### config.mk
export PLATFORM = sky130hd
export DESIGN_NAME = dram_lp_seq
export DESIGN_NICKNAME = d
export VERILOG_FILES = /design/src/rtl/dram_lp_pkg.sv /design/src/rtl/dram_lp_idle_timer.sv /design/src/rtl/dram_lp_thr_cmp.sv /design/src/rtl/dram_lp_depth_pick.sv /design/src/rtl/dram_lp_seq.sv
export SDC_FILE = /design/constraint.sdc
export NUM_CORES = 1
export LEC_CHECK = 0
export CORE_ASPECT_RATIO = 1.1
export CORE_MARGIN = 2
export CORE_UTILIZATION = 50
export CTS_CLUSTER_SIZE = 28
export DETAILED_ROUTE_END_ITERATION = 16
export DONT_BUFFER_PORTS = 1
export PLACE_DENSITY = 0.76
export SLEW_MARGIN = 0
export SYNTH_ARGS = -nofsm -noshare
export SYNTH_HDL_FRONTEND = slang
export SYNTH_SLANG_ARGS = --single-unit
### constraint.sdc
create_clock -name clk -period 3.83 [get_ports clk]
set_clock_uncertainty 0.2 [all_clocks]
set_input_delay 0.1915 -clock clk [delete_from_list [all_inputs] [get_ports clk]]
set_output_delay 0.1915 -clock clk [all_outputs]
set_load 0.005 [all_outputs]
### src/rtl/dram_lp_pkg.sv
package dram_lp_pkg;

   // Power depth, ordered shallow to deep; the FSM compares these by magnitude.
   typedef enum logic [2:0] {
      D_ACT  = 3'd0,
      D_PD   = 3'd1,
      D_SR   = 3'd2,
      D_SRCG = 3'd3,
      D_LITE = 3'd4,
      D_STBY = 3'd5
   } lp_depth_e;

   typedef enum logic [3:0] {
      S_ACT, S_PD_IN, S_PD, S_PD_OUT,
      S_SR_IN, S_SR, S_LT_IN, S_LT, S_LT_OUT, S_SR_OUT
   } lp_state_e;

endpackage

### src/rtl/dram_lp_idle_timer.sv
module dram_lp_idle_timer #(
   parameter int CW = 12
) (
   input  logic          clk,
   input  logic          rst_n,
   input  logic          busy,
   output logic [CW-1:0] cnt
);
   if (CW < 2) begin : g_bad_cw
      $error("dram_lp_idle_timer: CW must be at least 2");
   end

   // Saturating count of consecutive idle edges.
   always_ff @(posedge clk or negedge rst_n) begin
      if (!rst_n)      cnt <= '0;
      else if (busy)   cnt <= '0;
      else if (!(&cnt)) cnt <= cnt + 1'b1;
   end
endmodule

### src/rtl/dram_lp_thr_cmp.sv
module dram_lp_thr_cmp #(
   parameter int TW    = 8,
   parameter int CW    = 12,
   parameter int SHIFT = 0
) (
   input  logic [TW-1:0] thr,
   input  logic [CW-1:0] cnt,
   output logic          hit
);
   if (TW + SHIFT >= CW) begin : g_bad_w
      $error("dram_lp_thr_cmp: scaled threshold does not fit the counter");
   end

   logic [CW-1:0] lim;
   assign lim = CW'(thr) << SHIFT;
   assign hit = (thr != '0) && (cnt >= lim);
endmodule

### src/rtl/dram_lp_depth_pick.sv
module dram_lp_depth_pick
   import dram_lp_pkg::*;
(
   input  logic      busy,
   input  logic      lp4,
   input  logic      hit_pd,
   input  logic      hit_sr,
   input  logic      hit_srcg,
   input  logic      hit_lite,
   input  logic      hit_stby,
   output lp_depth_e depth
);
   // Later assignments are deeper, so the deepest reached mode wins.
   always_comb begin
      depth = D_ACT;
      if (!busy) begin
         if (hit_pd)          depth = D_PD;
         if (hit_sr)          depth = D_SR;
         if (hit_srcg)        depth = D_SRCG;
         if (hit_lite && lp4) depth = D_LITE;
         if (hit_stby)        depth = D_STBY;
      end
   end
endmodule

### src/rtl/dram_lp_seq.sv
module dram_lp_seq
   import dram_lp_pkg::*;
#(
   parameter int PD_W       = 8,
   parameter int THR_W      = 8,
   parameter int STBY_W     = 16,
   parameter int SCALE_LOG2 = 10
) (
   input  logic              clk,
   input  logic              rst_n,
   input  logic              bus_req,
   input  logic              type_lp4,
   input  logic [PD_W-1:0]   pd_idle_thr,
   input  logic [THR_W-1:0]  sr_idle_thr,
   input  logic [THR_W-1:0]  srcg_idle_thr,
   input  logic [THR_W-1:0]  lite_idle_thr,
   input  logic [STBY_W-1:0] stby_idle_thr,
   output logic              pd_req,
   input  logic              pd_ack,
   output logic              sr_req,
   input  logic              sr_ack,
   output logic              lite_req,
   input  logic              lite_ack,
   output logic              cg_ctrl,
   output logic              cg_phy,
   output logic              cg_dram,
   output logic              bus_rdy
);
   localparam int SC_W   = THR_W + SCALE_LOG2;
   localparam int DIR_W  = (PD_W > STBY_W) ? PD_W : STBY_W;
   localparam int CW     = ((DIR_W > SC_W) ? DIR_W : SC_W) + 1;
   localparam int N_SC   = 3;

   if (PD_W < 1 || THR_W < 1 || STBY_W < 1) begin : g_bad_w
      $error("dram_lp_seq: threshold widths must be positive");
   end
   if (SCALE_LOG2 < 0 || SCALE_LOG2 > 20) begin : g_bad_sc
      $error("dram_lp_seq: SCALE_LOG2 out of range");
   end

   logic [CW-1:0]    idle_cnt;
   logic [THR_W-1:0] sc_thr [N_SC];
   logic [N_SC-1:0]  sc_hit;
   logic             hit_pd, hit_stby;
   lp_depth_e        tgt;
   lp_state_e        st;
   logic             far_gate;
   logic             any_gate;

   dram_lp_idle_timer #(.CW(CW)) u_timer (
      .clk(clk), .rst_n(rst_n), .busy(bus_req), .cnt(idle_cnt));

   dram_lp_thr_cmp #(.TW(PD_W), .CW(CW), .SHIFT(0)) u_cmp_pd (
      .thr(pd_idle_thr), .cnt(idle_cnt), .hit(hit_pd));

   dram_lp_thr_cmp #(.TW(STBY_W), .CW(CW), .SHIFT(0)) u_cmp_stby (
      .thr(stby_idle_thr), .cnt(idle_cnt), .hit(hit_stby));

   assign sc_thr[0] = sr_idle_thr;
   assign sc_thr[1] = srcg_idle_thr;
   assign sc_thr[2] = lite_idle_thr;

   for (genvar i = 0; i < N_SC; i++) begin : g_scaled
      dram_lp_thr_cmp #(.TW(THR_W), .CW(CW), .SHIFT(SCALE_LOG2)) u_cmp (
         .thr(sc_thr[i]), .cnt(idle_cnt), .hit(sc_hit[i]));
   end

   dram_lp_depth_pick u_pick (
      .busy(bus_req), .lp4(type_lp4),
      .hit_pd(hit_pd), .hit_sr(sc_hit[0]), .hit_srcg(sc_hit[1]),
      .hit_lite(sc_hit[2]), .hit_stby(hit_stby), .depth(tgt));

   assign any_gate = cg_ctrl | far_gate;

   always_ff @(posedge clk or negedge rst_n) begin
      if (!rst_n) begin
         st       <= S_ACT;
         pd_req   <= 1'b0;
         sr_req   <= 1'b0;
         lite_req <= 1'b0;
         cg_ctrl  <= 1'b0;
         far_gate <= 1'b0;
      end else begin
         unique case (st)
            S_ACT: begin
               if (tgt >= D_SR) begin
                  st     <= S_SR_IN;
                  sr_req <= 1'b1;
               end else if (tgt == D_PD) begin
                  st     <= S_PD_IN;
                  pd_req <= 1'b1;
               end
            end
            S_PD_IN:  if (pd_ack) st <= S_PD;
            S_PD: begin
               if (tgt != D_PD) begin
                  st     <= S_PD_OUT;
                  pd_req <= 1'b0;
               end
            end
            S_PD_OUT: if (!pd_ack) st <= S_ACT;
            S_SR_IN:  if (sr_ack) st <= S_SR;
            S_SR: begin
               // Gates follow the target; a wake drops them one cycle
               // before the self-refresh exit request.
               cg_ctrl  <= (tgt >= D_SRCG);
               far_gate <= (tgt == D_STBY);
               if (tgt == D_LITE) begin
                  st       <= S_LT_IN;
                  lite_req <= 1'b1;
               end else if (bus_req && !any_gate) begin
                  st     <= S_SR_OUT;
                  sr_req <= 1'b0;
               end
            end
            S_LT_IN:  if (lite_ack) st <= S_LT;
            S_LT: begin
               if (tgt != D_LITE) begin
                  st       <= S_LT_OUT;
                  lite_req <= 1'b0;
               end
            end
            S_LT_OUT: if (!lite_ack) st <= S_SR;
            S_SR_OUT: if (!sr_ack) st <= S_ACT;
            default:  st <= S_ACT;
         endcase
      end
   end

   assign cg_phy  = far_gate;
   assign cg_dram = far_gate;
   assign bus_rdy = (st == S_ACT);
endmodule

# Word level (Yosys, flattened, before mapping)
# Index checks and enable logic that the tools add are counted.
[word_totals]
regBits = 28
out_inout_bits = 7
in_bits = 55
[classes]
n_eq_ne = 31
bitwise = 1
n_reduce_logical = 22
add_sub_neg = 1
order_cmp = 7
mux = 32
[ops]
columns = ["cell", "n"]
rows = [
  [">= comparator 19 x 18 -> 1 bit", 3],
  ["two-way mux 4 bit", 12],
  ["one-hot mux 4 bit (10 select lines)", 1],
  ["two-way mux 19 bit", 2],
  ["nonzero test 8 bit", 4],
  ["inequality test 2 bit, second input constant", 13],
  ["adder 19 x 1 -> 19 bit, second input constant", 1],
  [">= comparator 19 x 16 -> 1 bit", 1],
  [">= comparator 19 x 8 -> 1 bit", 1],
  ["AND reduction 19 bit", 1],
  ["== test 4 x 3 -> 1 bit, second input constant", 4],
  ["nonzero test 16 bit", 1],
  ["AND reduction 10 bit", 1],
  ["two-way mux 1 bit", 9],
  ["two-way mux 3 bit", 3],
  ["== test 4 x 2 -> 1 bit, second input constant", 2],
  ["== test 4 bit, second input constant", 2],
  ["AND reduction 4 bit", 2],
  ["logical AND 1 bit", 7],
  ["== test 3 bit, second input constant", 2],
  [">= comparator 3 x 2 -> 1 bit, second input constant", 2],
  ["inequality test 3 x 1 -> 1 bit, second input constant", 2],
  ["inequality test 3 bit, second input constant", 2],
  ["one-hot mux 1 bit (2 select lines)", 3],
  ["9 further kinds", 13],
]

# Longest topological paths before layout
[logic_depth]
depth_word = 12
ltp_mapped = 10

# By module
# A second synthesis with hierarchy kept.
[unflattened]
hier_cells = 390
hier_area_um2 = 3268.1
[by_module_without_submodules]
columns = ["mod", "area_per_inst_um2", "cells_each", "n_inst"]
rows = [
  ["dram_lp_idle_timer", 1039.7, 112, 1],
  ["dram_lp_thr_cmp (g_scaled[0].u_cmp ...)", 257.7, 33, 3],
  ["dram_lp_seq", 695.7, 73, 1],
  ["dram_lp_thr_cmp (u_cmp_stby)", 467.9, 65, 1],
  ["dram_lp_thr_cmp (u_cmp_pd)", 244.0, 33, 1],
  ["dram_lp_depth_pick", 47.5, 8, 1],
]

# Least setup slack after synthesis
# No wires, ideal clock.
[synth_timing]
kind = "reg2reg"
startpoint = "register u_timer.cnt[10]"
endpoint = "register st[0]"
path_stages_with_launch = 11
t_arrival_ns = 2.904
path_buffers = 0
slack_ns = 0.601
setup_ns = 0.125
cell_sequence = "dfrtp_1 inv_1 ha_1 or4b_1 nor4_2 o31ai_1 a211o_1 or3_4 a211oi_2 and3_4 mux2_4"
[synth_between]
elab_chain_len = 11
elab_cells_between_ends = 30
[synth_lines]
columns = ["item", "line_no", "source"]
rows = [
  ["from (decl)", "dram_lp_idle_timer.sv:7", "output logic [CW-1:0] cnt"],
  ["from (signal assigned)", "dram_lp_idle_timer.sv:17", "else if (!(&cnt)) cnt <= cnt + 1'b1;"],
  [">= comparator 19 x 8 -> 1 bit", "dram_lp_thr_cmp.sv:16", "assign hit = (thr != '0) && (cnt >= lim);"],
  ["logical AND 1 bit", "dram_lp_thr_cmp.sv:16", ""],
  ["two-way mux 1 bit", "dram_lp_depth_pick.sv:17", "if (hit_pd) depth = D_PD;"],
  ["two-way mux 2 bit", "dram_lp_depth_pick.sv:18", "if (hit_sr) depth = D_SR;"],
  ["two-way mux 2 bit", "dram_lp_depth_pick.sv:19", "if (hit_srcg) depth = D_SRCG;"],
  ["two-way mux 3 bit", "dram_lp_depth_pick.sv:20", "if (hit_lite && lp4) depth = D_LITE;"],
  ["two-way mux 3 bit *", "dram_lp_depth_pick.sv:21", "if (hit_stby) depth = D_STBY;"],
  ["two-way mux 3 bit *", "dram_lp_depth_pick.sv:16", "if (!busy) begin"],
  [">= comparator 3 x 2 -> 1 bit, or another cell as far along", "dram_lp_seq.sv:86", "if (tgt >= D_SR) begin"],
  ["inequality test 3 x 1 -> 1 bit (no source line), or another cell as far along", "--", ""],
  ["AND reduction 10 bit (no source line) or one-hot mux 4 bit (10 select lines) (tied branches)", "--", ""],
  ["to (signal assigned)", "dram_lp_seq.sv:87", "st <= S_SR_IN;"],
  ["to (signal assigned)", "dram_lp_seq.sv:90", "st <= S_PD_IN;"],
  ["to (signal assigned)", "dram_lp_seq.sv:94", "S_PD_IN: if (pd_ack) st <= S_PD;"],
  ["to (decl)", "dram_lp_seq.sv:46", "lp_state_e st;"],
]
# Mark *: on every way between the ends. The rest lies on a longest branch, timed or not.
# A chain may end at the register's enable or synchronous reset.

# Worst setup path in the final report
[layout_timing]
startpoint = "register u_timer.cnt[10]"
endpoint = "register st[3]"
# Same word-level chain as after synthesis.

==> metrics.txt <==
synth unique cells 59; Async SR Flop Fraction 100%; share of cells above drive strength 1 4.66%; Syn. warnings 0; worst hold path depth 3; IO Count 62; pwr dens 289 mW/mm²; Final nets roughly 470; period utilisation layout around nine tenths; syn nets 472; pin count of the biggest net entering global routing 29; Max Slew Vio Count 0; DIE HEIGHT 84.8 µm; Synth top cells by count 55 x inv_1, 50 x ha_1, 30 x nor2_1; Clock Latency Late Sink 0.28 ns; Vias/cell 6.19; DR iter-0 viols 114; final total power 0.909 mW; met2 GRT Util roughly two fifths; Worst Reg2Reg Path Length in Cells 10; Slew HR between 40% and 50%; RSZ-0062 raised after global routing no; P_leak 1.54 nW; Bufs and invs on worst path 1; average footprint of a synthesized cell 8.09 µm²; Ant. Diodes 0; Pre-antenna DRT Iters 4; drt total wl 7.25 mm; TritonCTS clock tree built; critical path peak fanout 7; max-cap check violation count 0; cells along the critical path inv_1, ha_1, or4b_1, nor4_2, o31ai_1, a211o_1, or3_4, a211oi_2, and3_4, mux2_4; Fin. Hold Viols 0; count leader, synth inv_1; CP endpoint kind flip-flop; Post-Synthesis Cell Area 0.00297 mm²; slowest CP cell dfrtp_1; gr usage total between 20% and 30%; register area share after synthesis a little under a quarter; Core ar. ~0.0058 mm²; worst setup path start u_timer.cnt[10]; Tightest Pin Transition 0.884 ns; die area roughly 0.0066 mm²; routed via count 2734; DRC Markers 0; Crit path arrival time 3.47 ns; met1 GRT Util roughly 31%; root buffer cell clkbuf_8; busiest layer in global routing met2; setup TNS 0 ns; # port buffers 0; CP required 3.81 ns; # setup viols final 0; H-tree depth 1; CTS max path bufs 2; routed len/inst 16.4 µm; WHS Endpoint st[0]; Area contributors post-synth dfrtp_1 24%, ha_1 21%, inv_1 7.0%; Post-DP HPWL ~5.7 mm; CTS buffer count 3; initial antenna violation count 0; cells after synthesis 367; Final min period around 3.5 ns; post-route ant nets 0; EDFF count, synth 0; Initial Util between 50% and 60%; VDD IR max 0.220 mV; Hold Startpoint bus_req; Primary FF master, synth dfrtp_1; placer congestion estimate roughly 0.93; R2R setup slack around 0.33 ns; outcome finished, final reports clean; crit path kind flip-flop to flip-flop; Synth area leader dfrtp_1; first-pass GRT wire length around 12 mm; Reg-to-Reg End st[3]; Clock Pin Slew Worst Setup and Hold Paths 0.11 ns; setup bufs post-CTS 0; Placement Rows 29; M3 GR Usage 3.72%; grt ovf 0; vias in the first global route 2656; Yosys reg bits 28; Area Overhead vs Synth 5.86%; Die Wd 77.5 µm; Clock Sinks 28; max incr delay on CP 0.46 ns; Hold Path Class primary input to flip-flop; worst flop-to-flop path startpoint u_timer.cnt[10]; Fmax 286 MHz; Crit path max-delay family simple AND/OR/NAND/NOR gates; startpoint types flip-flop; area fraction of the dominant cell type after synthesis 23.6%
[worst min-delay path, stage by stage]
cell     delay (ns)
o21a_1         0.09
a211o_1        0.09
mux2_4         0.12
[layer usage]
metal	vias up	share of wire (%)
li1	1338	-
met1	1285	43
met2	100	50
met3	11	5.4
met4	0	1.4
met5	-	0
[placed cells by master, fill, tap and decap left out, drive strengths merged, types with 5 or more instances in the layout]
cell type | synthesis | layout
inv | 55 | 55
ha | 50 | 50
a211oi | 7 | 7
a21oi | 14 | 14
nor2 | 30 | 30
xor2 | 9 | 9
nand4 | 14 | 14
or3 | 5 | 5
and3 | 5 | 5
o21ai | 16 | 16
nand2 | 20 | 20
nor3 | 10 | 10
dfrtp | 28 | 28
or4 | 5 | 5
nand3 | 14 | 14
nor4 | 15 | 15
[power by group]
part	switching (mW)	internal, mW	leakage [nW]
Sequential	0.0644	0.327	0.376
Combinational	0.141	0.139	1.13
Clock	0.0984	0.140	0.0357
[stage by stage]
step                instance area [µm²]  util, %  std cells  setup WS, ns  hold WS, ns
detailed placement                 3030     52.5        435         0.380       -0.303
CTS                                3140     54.5        442         0.354       0.0387
global placement                   3030     52.5        435         0.454       -0.304
floorplan                          2970        -        367         0.601       -0.304
global route                       3140     54.5        442         0.148       0.0568
finish                             3140     54.5        442         0.333       0.0441
[cells by family (layout without fill, tap and decap cells)]
| group | after synthesis | after routing | share of synthesized area [%] |
|---|---|---|---|
| adder cells (fa/ha/maj) | 50 | 50 | 21.1 |
| AO/OA/AOI/OAI | 73 | 73 | 16.8 |
| flip-flops | 28 | 28 | 23.6 |
| AND/OR/NAND/NOR | 134 | 134 | 24.7 |
| multiplexers | 4 | 4 | 1.69 |
| buffers and inverters | 65 | 63 | 8.34 |
| XOR/XNOR | 13 | 13 | 3.83 |
[registers in the layout, summed over array words and instances, names as in the netlist]
name         cells
cg_ctrl          1
cg_dram          1
lite_req         1
pd_req           1
sr_req           1
st               4
u_timer.cnt     19
[repair_timing]
item / 4_1_cts / 5_1_grt
gates resized for setup: 0 / 0
endpoints found under the hold margin: 51 / 0
endpoints found under the setup margin: 0 / 0
hold buffers: 3 / 0
[area by class of cell]
type / instances / area [µm²]
fillers: 532 / 2630
multi-input cells: 274 / 2020
flip-flops and latches: 28 / 701
inverters: 55 / 206
well taps: 77 / 96.3
repair buffers: 4 / 47.5
clock buffers: 3 / 41.3
clock inverters: 1 / 30.0
[worst max-delay path by stage]
stage               cells after the start  slack [ns]    end
floorplan                              10        0.60  st[0]
global placement                       10        0.45  st[0]
detailed placement                     10        0.38  st[3]
CTS                                    10        0.35  st[3]
global route                           10        0.15  st[3]
finish                                 10        0.33  st[3]
No activity file was read; power rests on OpenSTA's default activity.
